==> src/rtl/pulse_pair_gen.sv <==
module pulse_pair_gen #(
  parameter int CW = 8
) (
  input  logic          clk,
  input  logic          rst_n,
  input  logic          wr_en,
  input  logic [1:0]    wr_addr,
  input  logic [1:0]    wr_be,
  input  logic [2*CW-1:0] wr_data,
  input  logic [1:0]    rd_addr,
  input  logic          rd_rmw,
  output logic [2*CW-1:0] rd_data,
  output logic [1:0]    pulse_out,
  output logic [1:0]    pulse_oe,
  output logic [1:0]    irq
);
  localparam int DW = 2 * CW;

  logic [1:0]    run, oe, ie, flag, ph, go_q;
  logic [1:0]    mode;
  logic [CW-1:0] lo [2];
  logic [CW-1:0] hi [2];
  logic [CW-1:0] cnt [2];

  wire indep    = ~mode[0];
  wire presc    = (mode == 2'b01);
  wire chain    = (mode == 2'b11);
  wire mode_bad = (mode == 2'b10);
  wire pair_err = ~indep & (run[0] ^ run[1]);
  wire wctrl    = wr_en & (wr_addr == 2'd0);

  wire [1:0] go    = indep ? run : {2{&run}};
  wire [1:0] start = go & ~go_q;

  logic [1:0]    tick, uf8, uf_set;
  logic [DW-1:0] cnt16;
  logic          uf16;

  always_comb begin
    tick[0] = go[0] & ~start[0];
    uf8[0]  = tick[0] & (cnt[0] == '0);
    tick[1] = go[1] & ~start[1] & (presc ? uf8[0] : 1'b1);
    uf8[1]  = tick[1] & (cnt[1] == '0);
    cnt16   = {cnt[1], cnt[0]};
    uf16    = go[1] & ~start[1] & (cnt16 == '0);
    uf_set  = chain ? {uf16, 1'b0} : uf8;
  end

  always_ff @(posedge clk or negedge rst_n) begin
    if (!rst_n) begin
      cnt[0] <= '0;
      cnt[1] <= '0;
      ph     <= '0;
      go_q   <= '0;
    end else begin
      go_q <= go;
      if (chain) begin
        ph[0] <= 1'b0;
        if (!go[1]) ph[1] <= 1'b0;
        else if (start[1]) begin
          {cnt[1], cnt[0]} <= {lo[1], lo[0]};
          ph[1] <= 1'b0;
        end else if (uf16) begin
          ph[1] <= ~ph[1];
          {cnt[1], cnt[0]} <= ph[1] ? {lo[1], lo[0]} : {hi[1], hi[0]};
        end else
          {cnt[1], cnt[0]} <= cnt16 - 1'b1;
      end else begin
        for (int i = 0; i < 2; i++) begin
          if (!go[i]) ph[i] <= 1'b0;
          else if (start[i]) begin
            cnt[i] <= lo[i];
            ph[i]  <= 1'b0;
          end else if (uf8[i]) begin
            ph[i]  <= ~ph[i];
            cnt[i] <= ph[i] ? lo[i] : hi[i];
          end else if (tick[i])
            cnt[i] <= cnt[i] - 1'b1;
        end
      end
    end
  end

  always_ff @(posedge clk or negedge rst_n) begin
    if (!rst_n) begin
      run   <= '0;
      oe    <= '0;
      ie    <= '0;
      flag  <= '0;
      mode  <= '0;
      lo[0] <= '0;
      lo[1] <= '0;
      hi[0] <= '0;
      hi[1] <= '0;
    end else begin
      for (int i = 0; i < 2; i++) begin
        flag[i] <= uf_set[i] | (flag[i] & ~(wctrl & wr_be[i] & ~wr_data[i*CW+3]));
        if (wr_en && wr_be[i]) begin
          if (wr_addr == 2'd0) begin
            run[i] <= wr_data[i*CW];
            oe[i]  <= wr_data[i*CW+1];
            ie[i]  <= wr_data[i*CW+2];
          end
          if (wr_addr == 2'd1) lo[i] <= wr_data[i*CW +: CW];
          if (wr_addr == 2'd2) hi[i] <= wr_data[i*CW +: CW];
        end
      end
      if (wctrl && wr_be[1]) mode <= wr_data[CW+5:CW+4];
    end
  end

  logic [DW-1:0] ctrl_rd;
  wire  [1:0]    flag_rd = flag | {2{rd_rmw}};

  always_comb begin
    ctrl_rd           = '0;
    ctrl_rd[7:0]      = {1'b1, 1'b0, pair_err, mode_bad, flag_rd[0], ie[0], oe[0], run[0]};
    ctrl_rd[CW+7:CW]  = {1'b1, 1'b0, mode, flag_rd[1], ie[1], oe[1], run[1]};
    case (rd_addr)
      2'd0:    rd_data = ctrl_rd;
      2'd1:    rd_data = {lo[1], lo[0]};
      2'd2:    rd_data = {hi[1], hi[0]};
      default: rd_data = '0;
    endcase
  end

  assign pulse_out = go & ph & (chain ? 2'b10 : 2'b11);
  assign pulse_oe  = oe;
  assign irq       = flag & ie;
endmodule


==> config.mk <==
export PLATFORM = sky130hd
export DESIGN_NAME = pulse_pair_gen
export DESIGN_NICKNAME = d
export VERILOG_FILES = /design/src/rtl/pulse_pair_gen.sv
export SDC_FILE = /design/constraint.sdc
export NUM_CORES = 1
export LEC_CHECK = 0
export BUFFER_PORTS_ARGS = -buffer_cell sky130_fd_sc_hd__buf_2
export CAP_MARGIN = 20
export CORE_MARGIN = 10
export CORE_UTILIZATION = 55
export CTS_BUF_LIST = sky130_fd_sc_hd__clkbuf_4
export DETAILED_ROUTE_END_ITERATION = 10
export PLACE_DENSITY_LB_ADDON = 0.2
export SYNTH_ARGS = -nofsm -noshare
export SYNTH_HDL_FRONTEND = slang
export SYNTH_SLANG_ARGS = --single-unit
==> constraint.sdc <==
create_clock -name clk -period 2.04 [get_ports clk]
set_clock_uncertainty 0.05 [all_clocks]
set_input_delay 0.612 -clock clk [delete_from_list [all_inputs] [get_ports clk]]
set_output_delay 0.612 -clock clk [all_outputs]
set_load 0.02 [all_outputs]
==> metrics <==
status finished, violations left; failing checks setup timing; Antenna Cells 0; Fin. Hold Viols 0; Post-Synth Adder-Cell Area 0.911%; most frequent cells in the layout 86 x buf_4, 58 x dfrtp_1, 43 x mux2_2; CP max-delay cell dfrtp_1; DP Cell Count 634; ys async rst share 100%; syn_nets 458; Routed WL 15.3 mm; WP data required 1380 ps; FF+latch count, synth 62; RR Startpoint cnt[9]; first drt pass iteration count 5; hpwl dp 10.1 mm; GRT Total Usage 25.7%; number of port buffers 47; RSZ-0062 raised after global routing true; share of the synthesized area in the top cell type 37.7%; CP Launch Type register; sequential element share of the synthesized area 37.7%; Yosys cell types 66; clk buf depth 2; Die Ht 107 um; CORE AREA 7250 um2; Worst setup endpoint rd_data[5]; slew margin rel. 60.1%; internal power 4.05 mW; Main synth FF type dfrtp_1; final cell count without fillers 683; Logic pwr share 55.6%; Cells after Synth 429; DRC viols 0; fmax 0.427 GHz; Area Overhead vs Synth 47.3%; pre-CTS setup slack -150 ps; Post-synth EDFFs 0; total CTS buffers 9; Final #Nets 608; crit path kind reg -> out; switching power 2.99 mW; DIE AREA 11400 um2; Synth warnings 0; Starting Density 56.8%; Period minus WS final 2340 ps; Final Slew Violations 0; GRT Residual Overflow 0; htree depth 3; final setup fails 25; Synth area leader dfrtp_1; vias in the first global route 4404; pin count of the biggest net entering global routing 34; sequential power share 29.5%; first-pass GRT wire length 23.3 mm; worst hold slack 111 ps; most area-consuming cells after synthesis dfrtp_1 38%, mux2_2 12%, mux2i_1 4.6%; layout cells sized above 1 51.7%; clock power share 14.8%; Sink Count 62; Post-Synth XOR/XNOR Area 3.83%; Tightest Hold Check Type in -> async; DRT iter0 DRCs 371; mapped cell area 4120 um2; mean post-synth cell area 9.60 um2; I/O pins 48; Fin Setup TNS -3050 ps; CP Data Arrival Time 1680 ps; Synth Area in Simple Gates 17.1%; Setup crit end kind primary output; main combinational cell family by area after synthesis compound AO/OA/AOI/OAI gates; CTS tree built; Synth Area in Compound Gates 19.0%; detail-routed via count per cell 6.38; Pwr Density 1160 nW/um2; routability-driven placement congestion ratio 0.960; CP startpoint run[1]; final core utilization 83.6%; Reg2Reg Depth 9; Routed Antenna Nets 0; Tcrit/Tclk final 115%; Worst-Skew Late Latency 440 ps; Worst-Margin Slew 599 ps; Sw Share 42.5%; worst vdd ir 0.000690 V; PnR worst setup slack -300 ps; Clock Tree Root clkbuf_4; hold bufs inserted after CTS 0; critical path fanouts, max 2; mux cell area share after synthesis 17.2%; r2r setup slk -180 ps; Die Span X 107 um; Vias 4356; critical path cell sequence ha_4 -> nand2_2 -> nor2_4 -> a21oi_1 -> o21ai_1 -> buf_4; initial antenna violation count 0; commonest non-fill, non-tap cell in the layout buf_4; # rows 31; Max-Cap Viols 0; Lkg Pwr 2.57 nW; CP peak stage delay 440 ps; Worst-path clk slew 130 ps; reg2reg end cnt[2]; WL/cell 22.4 um; # fillers 399
==> Yosys cell counts, drive strengths merged (4+ instances only) <==
| master | n |
|---|---|
| mux2i | 21 |
| nand3 | 6 |
| and3 | 6 |
| nor4 | 8 |
| clkbuf | 15 |
| o211ai | 10 |
| a21oi | 19 |
| o21ai | 30 |
| mux2 | 43 |
| nor3 | 11 |
| nand2 | 37 |
| dfrtp | 62 |
| o32a | 6 |
| a211oi | 6 |
| o221ai | 4 |
| nor2b | 8 |
| nand2b | 9 |
| xnor2 | 9 |
| a21o | 4 |
| buf | 9 |
| nor3b | 4 |
| xor2 | 9 |
| nor2 | 26 |
| inv | 18 |
==> registers in the layout, summed over array words and instances (netlist names) <==
register and flops:
go_q 2, hi 16, ph 2, ie 2, cnt 16, run 2, mode 2, pulse_oe 2
flag 2, lo 16
==> worst max-delay path: cells and delay by family, from the launching register on <==
family / cells / cell delay, ps
flip-flops: 1 / 440
adder cells (fa/ha/maj): 1 / 280
AO/OA/AOI/OAI: 2 / 220
buffers and inverters: 1 / 170
AND/OR/NAND/NOR: 2 / 140
==> how the worst min path moves through the flow <==
stage                from      end  slack (ps)
floorplan           rst_n   cnt[0]         270
global placement    ie[0]    ie[0]         460
detailed placement  ie[0]    ie[0]         470
CTS                 rst_n    ph[0]         120
global route        rst_n  cnt[15]         140
finish              rst_n  cnt[15]         110
==> repair_timing <==
item	in CTS	in global routing
gates resized for setup	87	43
endpoints found under the setup margin	32	32
hold endpoints to repair	0	0
setup buffers	29	6
pin swaps	38	17
cloned	1	0
==> kinds of logic (layout without fill, tap and decap cells) <==
family,count (synthesis),in the layout
flip-flops,62,62
AND/OR/NAND/NOR,127,127
AO/OA/AOI/OAI,113,113
XOR/XNOR,18,18
buffers and inverters,42,197
multiplexers,64,64
adder cells (fa/ha/maj),3,3
==> power by group through the flow <==
stage               registers (mW)  clock network [mW]  logic [mW]
detailed placement            2.04                   0        2.94
global placement              2.02                   0        2.89
CTS                           2.03                1.03        3.54
floorplan                     1.92                   0        1.80
global route                  2.12                1.09        4.13
finish                        2.08                1.05        3.92
==> routing by layer <==
metal  wire (um)  vias to the layer above  GRT usage [%]
met2        7310                      271           42.4
met4         414                        0           8.80
met1        6240                     2132           33.1
li1            -                     1900              -
met5           0                        -              0
met3        1350                       53           4.83
==> final cells by class <==
class,count,area [um2],share of cell area [%]
clock inverters,7,96.3,1.59
multi-input cells,325,2810,46.3
flip-flops and latches,62,1560,25.7
clock buffers,9,67.6,1.11
inverters,18,72.6,1.20
repair buffers,163,1340,22.1
well taps,99,124,2.04
==> stage by stage <==
step                      power (mW)  cell area [um2]
after floorplan                 3.73             4220
after global placement          4.90             5130
after detailed placement        4.98             5130
after CTS                       6.60             5840
after global routing            7.33             6070
final                           7.04             6070
Power figures use the tool's default switching activity.
